File: config.mk
export PLATFORM = sky130hd
export DESIGN_NAME = pwr_mode_seq
export DESIGN_NICKNAME = d
export VERILOG_FILES = /design/src/rtl/pms_pkg.sv /design/src/rtl/pms_ctrl.sv /design/src/rtl/pms_datapath.sv /design/src/rtl/pwr_mode_seq.sv
export SDC_FILE = /design/constraint.sdc
export NUM_CORES = 1
export LEC_CHECK = 0
export ABC_AREA = 1
export BUFFER_PORTS_ARGS = -buffer_cell sky130_fd_sc_hd__buf_2
export CORE_AREA = 2 2 46 48
export DETAILED_ROUTE_END_ITERATION = 10
export DIE_AREA = 0 0 48 50
export PLACE_DENSITY = 0.82
export SLEW_MARGIN = 40
export SYNTH_ARGS = -nofsm -noshare
export SYNTH_HDL_FRONTEND = slang
export SYNTH_SLANG_ARGS = --single-unit
File: constraint.sdc
create_clock -name clk -period 1.9 [get_ports clk]
set_clock_uncertainty 0.1 [all_clocks]
set_input_delay 0.095 -clock clk [delete_from_list [all_inputs] [get_ports clk]]
set_output_delay 0.095 -clock clk [all_outputs]
set_load 0.1 [all_outputs]
File: src/rtl/pms_pkg.sv
package pms_pkg;
  typedef enum logic [1:0] {
    MODE_RUN   = 2'd0,
    MODE_ALT   = 2'd1,
    MODE_SLEEP = 2'd2,
    MODE_HIB   = 2'd3
  } pwr_mode_e;

  typedef struct packed {
    logic tmplLoad;
    logic cpuSet;
    logic gateAll;
  } dp_strobe_t;

  localparam int WAKE_W = 5;
endpackage

File: src/rtl/pms_ctrl.sv
module pms_ctrl
  import pms_pkg::*;
#(
  parameter int SLEEP_WAKE_CYC = 4,
  parameter int HIB_WAKE_CYC   = 12,
  parameter int BUZZ_PERIOD    = 8,
  parameter int BUZZ_ON        = 2
) (
  input  logic              clk,
  input  logic              rst_n,
  input  logic              wrEn,
  input  logic              wrSel,
  input  logic [1:0]        wrMode,
  input  logic [WAKE_W-1:0] wakeSrc,
  output dp_strobe_t        strobe,
  output logic [1:0]        modeStat,
  output logic              mainRegEn
);
  localparam int MAX_WAKE = (HIB_WAKE_CYC > SLEEP_WAKE_CYC) ? HIB_WAKE_CYC : SLEEP_WAKE_CYC;
  localparam int CNT_W    = $clog2(MAX_WAKE + 1);
  localparam int BUZZ_W   = $clog2(BUZZ_PERIOD);

  pwr_mode_e         mode;
  logic              waking;
  logic [CNT_W-1:0]  wakeCnt;
  logic [BUZZ_W-1:0] buzzCnt;
  logic [WAKE_W-1:0] wakeMask;
  logic              lowPwr;
  logic              wakeHit;

  always_comb begin
    case (mode)
      MODE_SLEEP: wakeMask = 5'b01111;
      MODE_HIB:   wakeMask = 5'b00001;
      default:    wakeMask = 5'b11111;
    endcase
    lowPwr  = (mode == MODE_SLEEP) || (mode == MODE_HIB);
    wakeHit = (|(wakeSrc & wakeMask)) && !waking;
    strobe.tmplLoad = wrEn && wrSel && !lowPwr;
    strobe.cpuSet   = wakeHit;
    strobe.gateAll  = lowPwr;
  end

  always_ff @(posedge clk or negedge rst_n) begin
    if (!rst_n) begin
      mode    <= MODE_RUN;
      waking  <= 1'b0;
      wakeCnt <= '0;
    end else if (waking) begin
      if (wakeCnt == '0) begin
        mode   <= MODE_RUN;
        waking <= 1'b0;
      end else begin
        wakeCnt <= wakeCnt - 1'b1;
      end
    end else if (wakeHit) begin
      if (lowPwr) begin
        waking  <= 1'b1;
        wakeCnt <= (mode == MODE_HIB) ? CNT_W'(HIB_WAKE_CYC - 1) : CNT_W'(SLEEP_WAKE_CYC - 1);
      end else begin
        mode <= MODE_RUN;
      end
    end else if (wrEn && !wrSel && !lowPwr) begin
      mode <= pwr_mode_e'(wrMode);
    end
  end

  always_ff @(posedge clk or negedge rst_n) begin
    if (!rst_n) begin
      buzzCnt <= '0;
    end else if (mode == MODE_SLEEP && !waking) begin
      buzzCnt <= (buzzCnt == BUZZ_W'(BUZZ_PERIOD - 1)) ? '0 : buzzCnt + 1'b1;
    end else begin
      buzzCnt <= '0;
    end
  end

  always_comb begin
    if (waking || !lowPwr)        mainRegEn = 1'b1;
    else if (mode == MODE_SLEEP)  mainRegEn = ({1'b0, buzzCnt} < (BUZZ_W + 1)'(BUZZ_ON));
    else                          mainRegEn = 1'b0;
  end

  assign modeStat = mode;

  assert_sleep_ignores_irq_R5: assert property (@(posedge clk) disable iff (!rst_n)
    (mode == MODE_SLEEP && !waking && wakeSrc == 5'b10000 && !wrEn) |=> (mode == MODE_SLEEP && !waking));

  assert_hib_port_only_R6: assert property (@(posedge clk) disable iff (!rst_n)
    (mode == MODE_HIB && !waking && !wakeSrc[0]) |=> (mode == MODE_HIB && !waking));

  assert_wake_beats_write_R10: assert property (@(posedge clk) disable iff (!rst_n)
    (!lowPwr && (|wakeSrc) && wrEn && !wrSel) |=> (mode == MODE_RUN));

  assert_hib_reg_off_R11: assert property (@(posedge clk) disable iff (!rst_n)
    (mode == MODE_HIB && !waking) |-> !mainRegEn);
endmodule

File: src/rtl/pms_datapath.sv
module pms_datapath
  import pms_pkg::*;
#(
  parameter int NUM_SUBSYS = 8
) (
  input  logic                  clk,
  input  logic                  rst_n,
  input  dp_strobe_t            strobe,
  input  logic [NUM_SUBSYS-1:0] wrData,
  output logic [NUM_SUBSYS-1:0] clkEn
);
  logic [NUM_SUBSYS-1:0] tmpl;

  always_ff @(posedge clk or negedge rst_n) begin
    if (!rst_n) begin
      tmpl <= '1;
    end else begin
      if (strobe.tmplLoad) tmpl[NUM_SUBSYS-1:1] <= wrData[NUM_SUBSYS-1:1];
      if (strobe.cpuSet)        tmpl[0] <= 1'b1;
      else if (strobe.tmplLoad) tmpl[0] <= wrData[0];
    end
  end

  genvar g;
  generate
    for (g = 0; g < NUM_SUBSYS; g++) begin : g_gate
      assign clkEn[g] = tmpl[g] && !strobe.gateAll;
    end
  endgenerate

  assert_cpu_forced_R9: assert property (@(posedge clk) disable iff (!rst_n)
    strobe.cpuSet |=> tmpl[0]);
endmodule

File: src/rtl/pwr_mode_seq.sv
module pwr_mode_seq
  import pms_pkg::*;
#(
  parameter int NUM_SUBSYS     = 8,
  parameter int SLEEP_WAKE_CYC = 4,
  parameter int HIB_WAKE_CYC   = 12,
  parameter int BUZZ_PERIOD    = 8,
  parameter int BUZZ_ON        = 2
) (
  input  logic                  clk,
  input  logic                  rst_n,
  input  logic                  wr_en,
  input  logic                  wr_sel,
  input  logic [NUM_SUBSYS-1:0] wr_data,
  input  logic [4:0]            wake_src,
  output logic [NUM_SUBSYS-1:0] clk_en,
  output logic [1:0]            mode_stat,
  output logic                  main_reg_en
);
  dp_strobe_t strobe;

  pms_ctrl #(
    .SLEEP_WAKE_CYC(SLEEP_WAKE_CYC),
    .HIB_WAKE_CYC  (HIB_WAKE_CYC),
    .BUZZ_PERIOD   (BUZZ_PERIOD),
    .BUZZ_ON       (BUZZ_ON)
  ) u_ctrl (
    .clk      (clk),
    .rst_n    (rst_n),
    .wrEn     (wr_en),
    .wrSel    (wr_sel),
    .wrMode   (wr_data[1:0]),
    .wakeSrc  (wake_src),
    .strobe   (strobe),
    .modeStat (mode_stat),
    .mainRegEn(main_reg_en)
  );

  pms_datapath #(.NUM_SUBSYS(NUM_SUBSYS)) u_dp (
    .clk   (clk),
    .rst_n (rst_n),
    .strobe(strobe),
    .wrData(wr_data),
    .clkEn (clk_en)
  );

  assert_lowpwr_gated_R4: assert property (@(posedge clk) disable iff (!rst_n)
    (mode_stat[1]) |-> (clk_en == '0));
endmodule

==> metrics.txt, run 1 <==
post-CTS setup buffers 0; TNS Setup 0 ps; fin. max-slew vios 0; Cell Int Power 707.3 uW; Die ar. approximately 0.0024 mm2; Storage cell area 464.2 um2; DRC errors left 0; M1 WL a little under 900 um; final hold violation count 0; Setup Viol. Count Final 0; Clock power frac 19.7%; relative slew slack 67.11%; CTS root buf clkbuf_4; Die Span X between 40 and 50 um; register area share after synthesis 46.82%; Syn Nets 137; share of post-route cells with drive strength above 1 around 41%; hpwl dp 1458 um; commonest non-fill, non-tap cell in the layout buf_2; grt total ovfl 0; flop2flop setup slack 420 ps; clock-pin slew on the worst setup and hold paths 100 ps; Yosys Warn Count 0; TritonCTS clock tree done; worst stage delay on the critical path 590 ps; initial antenna violation count 0; area taken by multi-input logic gates 457.9 um2; fin cells 181; clock sink total 18; vias in the first global route between 800 and 900; DR WL/cell between 10 and 15 um; CP Launch Type register; Reg power frac about 40%; CP Class reg2out; Slew @ Worst Pin about 500 ps; crit share post-route 97.08%; vias 880; Placed Cells 168; synthesized area around 980 um2; Avg Vias per Cell roughly 5; DRT iter0 DRCs 37; Pwr Density 952.0 mW/mm2; IO Pins 28; peak supply drop 0.5235 mV; PortBufs 27; max-cap viol count 0; CP endpoint kind output pin; DRT Pass-1 Iters 6; Tot GR Track Use 19.52%; # nets final 175; Arr. time, crit path 1650 ps; most frequent cells in the layout buf_2 (27), inv_1 (18), nand2_1 (18); outcome complete, no violations; H-Tree Depth 1; Max Clock Freq 542.1 MHz; P_sw just over 500 uW; top cell type's share of synthesized area approximately a quarter; ant diodes 0; Clock Tree Buf Depth 2; CTS buffer count 3; synth unique cells 26; leading area contributor after synthesis dfrtp_1; Layout area overhead 31.04%; Worst-Skew Late Latency around 300 ps; top sig layer met4; Logic pwr share roughly 40%; P_leak 0.0006729 uW; Initial Utilization between 50% and 60%; Die Y-Extent roughly 50 um; CP delay by family, top buffers and inverters; CP max stage cell dfrtp_4; min Tclk post-route about 1800 ps; met2 wire len 1128 um; # fillers between 150 and 200; first-pass GRT wire length 3332 um; worst path cell trace inv_2 > nor2_2 > o31ai_4 > buf_2; row cnt 16; core area ~0.0019 mm2; final antenna-violating net count 0; Mapped Cells 117; pin count of the biggest net entering global routing 19; met3 wire len 100 um; CP Data Required Time 1700 ps; Detailed Route WL 2136 um; CP Buf/Inv Count 2; Area contributors post-synth dfrtp_1 (25%), dfstp_2 (21%), nor2_1 (7.6%), inv_1 (6.9%), nand2_1 (6.9%); GPL Wtd Cong 0.8513; min-delay worst type in2reg; sw frac ~42%; #FFs+latches synth 18; Avg Cell Area, Syn around 8.4 um2; Worst Path Max Fanout 12
## layout make-up
class	count	share of cell area (%)
tap	27	2.621
clock buffer	4	2.816
inverter	19	5.534
multi-input combinational	77	35.53
timing repair buffer	36	17.48
sequential	18	36.02
## worst paths after layout
kind / from / cells after the start / end
worst max-delay path: u_ctrl.modeStat[1] / 4 / main_reg_en
worst max register to register: u_ctrl.modeStat[1] / 4 / u_dp.tmpl[0]
worst min register to register: u_ctrl.buzzCnt[0] / 1 / u_ctrl.buzzCnt[0]
max in group asynchronous: rst_n / 2 / u_dp.tmpl[0]
min in group asynchronous: rst_n / 2 / u_ctrl.wakeCnt[2]
worst min-delay path: wake_src[0] / 5 / u_dp.tmpl[0]
## power groups by stage
stage / registers (uW) / clock network [uW] / logic (uW)
3_3_place_gp: 499 / 0 / 460
3_5_place_dp: 500 / 0 / 472
6_report: 494 / 241 / 491
2_1_floorplan: 490 / 0 / 417
5_1_grt: 499 / 254 / 537
4_1_cts: 492 / 245 / 487
## cell families after synthesis
kind of cell               count (synthesis)  share of synthesized area, %
adders and majority gates                  3                         3.817
buffers and inverters                     22                         10.05
DFF                                       18                         46.82
and+or+nand+nor                           59                         29.39
AOI/OAI and AO/OA                         15                         9.924
## Yosys cell counts
library cell  count
buf_2             1
nand3b_1          1
nor2_1           20
dfrtp_1          10
a21oi_1           7
o21ai_0           1
dfstp_2           8
nand2_4           2
nand3_1           6
nand2_1          18
a21oi_4           1
o22ai_1           1
nand3_2           3
o21ai_1           2
o31ai_1           1
nor3_1            1
inv_2             1
nand4_1           2
nor2_2            1
buf_6             2
inv_1            18
nand2_2           4
ha_1              3
o21ai_2           1
nor3b_1           1
a21oi_2           1
## per-layer routing
metal | global-route usage, % | vias up
met4 | 6.757 | 0
met1 | 20.98 | 402
li1 | - | 441
met2 | 34.67 | 32
met5 | 0 | -
met3 | 5.128 | 5
## flip-flops by register name, indices dropped and copies added, names as in the netlist
| register | flops |
|---|---|
| u_ctrl.wakeCnt | 4 |
| u_ctrl.waking | 1 |
| u_ctrl.modeStat | 2 |
| u_dp.tmpl | 8 |
| u_ctrl.buzzCnt | 3 |
## through the flow
step / total power (uW) / setup WS [ps] / hold WS, ps / instance area [um2] / util (%)
5_1_grt: 1291 / -2.945 / 66.30 / 1289 / 67.76
3_3_place_gp: 958.5 / 433.9 / -61.78 / 1160 / 60.99
4_1_cts: 1224 / 68.67 / 47.82 / 1286 / 67.63
3_5_place_dp: 971.4 / 407.2 / -57.59 / 1160 / 60.99
2_1_floorplan: 907.4 / -132.5 / -300.6 / 1018 / -
6_report: 1227 / 55.44 / 53.84 / 1289 / 67.76
## tightest hold or removal path, cell delays in order
cell,delay (ps)
buf_2,100
a21oi_4,40
nand2_2,80
nand2_1,50
nand2_1,60
## timing repair
item | 4_1_cts | 5_1_grt
hold endpoints to repair | 26 | 0
setup endpoints to repair | 0 | 1
gates resized for setup | 0 | 1
hold buffers | 9 | 0
Note: power is estimated with default switching activity, not from simulation.
==> run 2, diff against run 1 <==
REMOVE_ABC_BUFFERS = 1   (was not set)
==> metrics.txt, run 2 (same netlist as run 1, synthesis figures left out) <==
CP Launch Type register; vias in the first global route 935; DRT iter0 DRCs 16; Tot GR Track Use 20.68%; clock sink total 18; TritonCTS clock tree done; commonest non-fill, non-tap cell in the layout buf_2; final hold violation count 0; Setup Viol. Count Final 0; P_leak 0.0006768 uW; max-cap viol count 0; ant diodes 0; PortBufs 27; H-Tree Depth 1; CP Data Required Time 1700 ps; fin. max-slew vios 0; CTS resizes 0; Initial Utilization 51.71%; relative slew slack 67.04%; Worst-Skew Late Latency 300 ps; DRC errors left 0; Hold Startpoint wake_src[0]; reg2reg end u_ctrl.modeStat[0]; cts hold-fix bufs 9; first-pass GRT wire length 3553 um; row cnt 16; min Tclk post-route about 1600 ps; # nets final 176; Post-Place Cell Area 0.001132 mm2; IO Pins 28; TNS Setup 0 ps; min-delay worst type in2reg; final antenna-violating net count 0; R2R depth 7; Max Clock Freq 607.9 MHz; Arr. time, crit path approximately 1500 ps; share of post-route cells with drive strength above 1 34.19%; max reg flops 8; Detailed Route WL 2076 um; initial antenna violation count 0; CP Class reg2out; clock-pin slew on the worst setup and hold paths 100 ps; GPL Wtd Cong 0.8091; Worst Path Max Fanout 5; Cells on Worst Hold Path 5; Layout area overhead 26.97%; Hold WS 41.72 ps; Final Util approximately 66%; RSZ-0062 raised after global routing false; pin count of the biggest net entering global routing 19; most frequent cells in the layout buf_2 (27), nor2_1 (20), inv_1 (18), nand2_1 (18), dfrtp_1 (10); crit share post-route 86.58%; core area 0.001902 mm2; most flop-heavy register u_dp.tmpl; post-CTS setup buffers 0; peak supply drop 0.7527 mV; CTS buffer count 3; grt total ovfl 0; CP endpoint kind output pin; Slew @ Worst Pin 497.8 ps; vias 883; Final Cell Area around 0.0012 mm2; Pwr Density 951.2 mW/mm2; DR WL/cell 11.41 um; Die Span X 48 um; Avg Vias per Cell 4.852; Clock Tree Buf Depth 2; outcome complete, no violations; hpwl dp 1509 um; Hold EP u_dp.tmpl[0]; Die Y-Extent 50 um; Die ar. 0.002400 mm2; flop2flop setup slack between 500 and 600 ps; Top Registers u_dp.tmpl x8, u_ctrl.wakeCnt x4, u_ctrl.buzzCnt x3; CTS root buf clkbuf_4; DRT Pass-1 Iters 4; Reg-to-Reg Start u_ctrl.wakeCnt[1]
[run 2: cell types whose count changed in the layout (fill, tap and decap cells not counted)]
cell / change
o31ai_4: -1
clkbuf_1: +1
nor2_1: +8
dfrtp_4: -1
dfrtp_1: +1
nor2_2: -8
clkbuf_8: -1
o31ai_1: +1
buf_4: +1
[run 2: metal layers]
metal  share of wire (%)  global-route usage [%]  up-vias  wire length, um
met1                  42                   20.60      404              870
met3                 2.7                   3.297        9               57
li1                    -                       -      447                -
met4                 3.8                   12.61        0               78
met5                   0                       0        -                0
met2                  51                   36.89       23             1069
[run 2: critical path, cell delays in order, from the launching register on]
cell	delay, ps
dfrtp_1	450
o31ai_1	240
buf_2	460
[run 2: how the worst max path moves through the flow]
stage                       startpoint            endpoint  slack, ps  cells past startpoint
CTS                 u_ctrl.modeStat[0]         main_reg_en        250                      2
global route             u_ctrl.waking         main_reg_en        180                      3
detailed placement   u_ctrl.wakeCnt[1]  u_ctrl.modeStat[0]        560                      7
floorplan           u_ctrl.modeStat[0]         main_reg_en      -1490                      1
finish              u_ctrl.modeStat[0]         main_reg_en        250                      2
global placement    u_ctrl.modeStat[0]         main_reg_en        540                      2
[run 2: report_power, final]
group          total (uW)  switching (uW)  internal (uW)
Combinational         490             361            129
Sequential            493            33.1            460
Clock                 204             123           81.9
Total                1190             517            671
[run 2: metrics by stage]
stage          cells  total power (uW)  setup slack, ps
6_report         182              1188            255.0
5_1_grt          182              1269            182.6
4_1_cts          182              1190            254.3
3_5_place_dp     169             973.8            559.1
3_3_place_gp     169             949.0            535.7
2_1_floorplan    114             881.5            -1490
[run 2: cell type report]
type	count	area [um2]
Inverter	19	71.32
Sequential cell	18	460.4
Clock buffer	4	26.28
Tap cell	27	33.78
Multi-Input combinational cell	77	424.2
Fill cell	150	653.1
Timing Repair Buffer	37	232.7
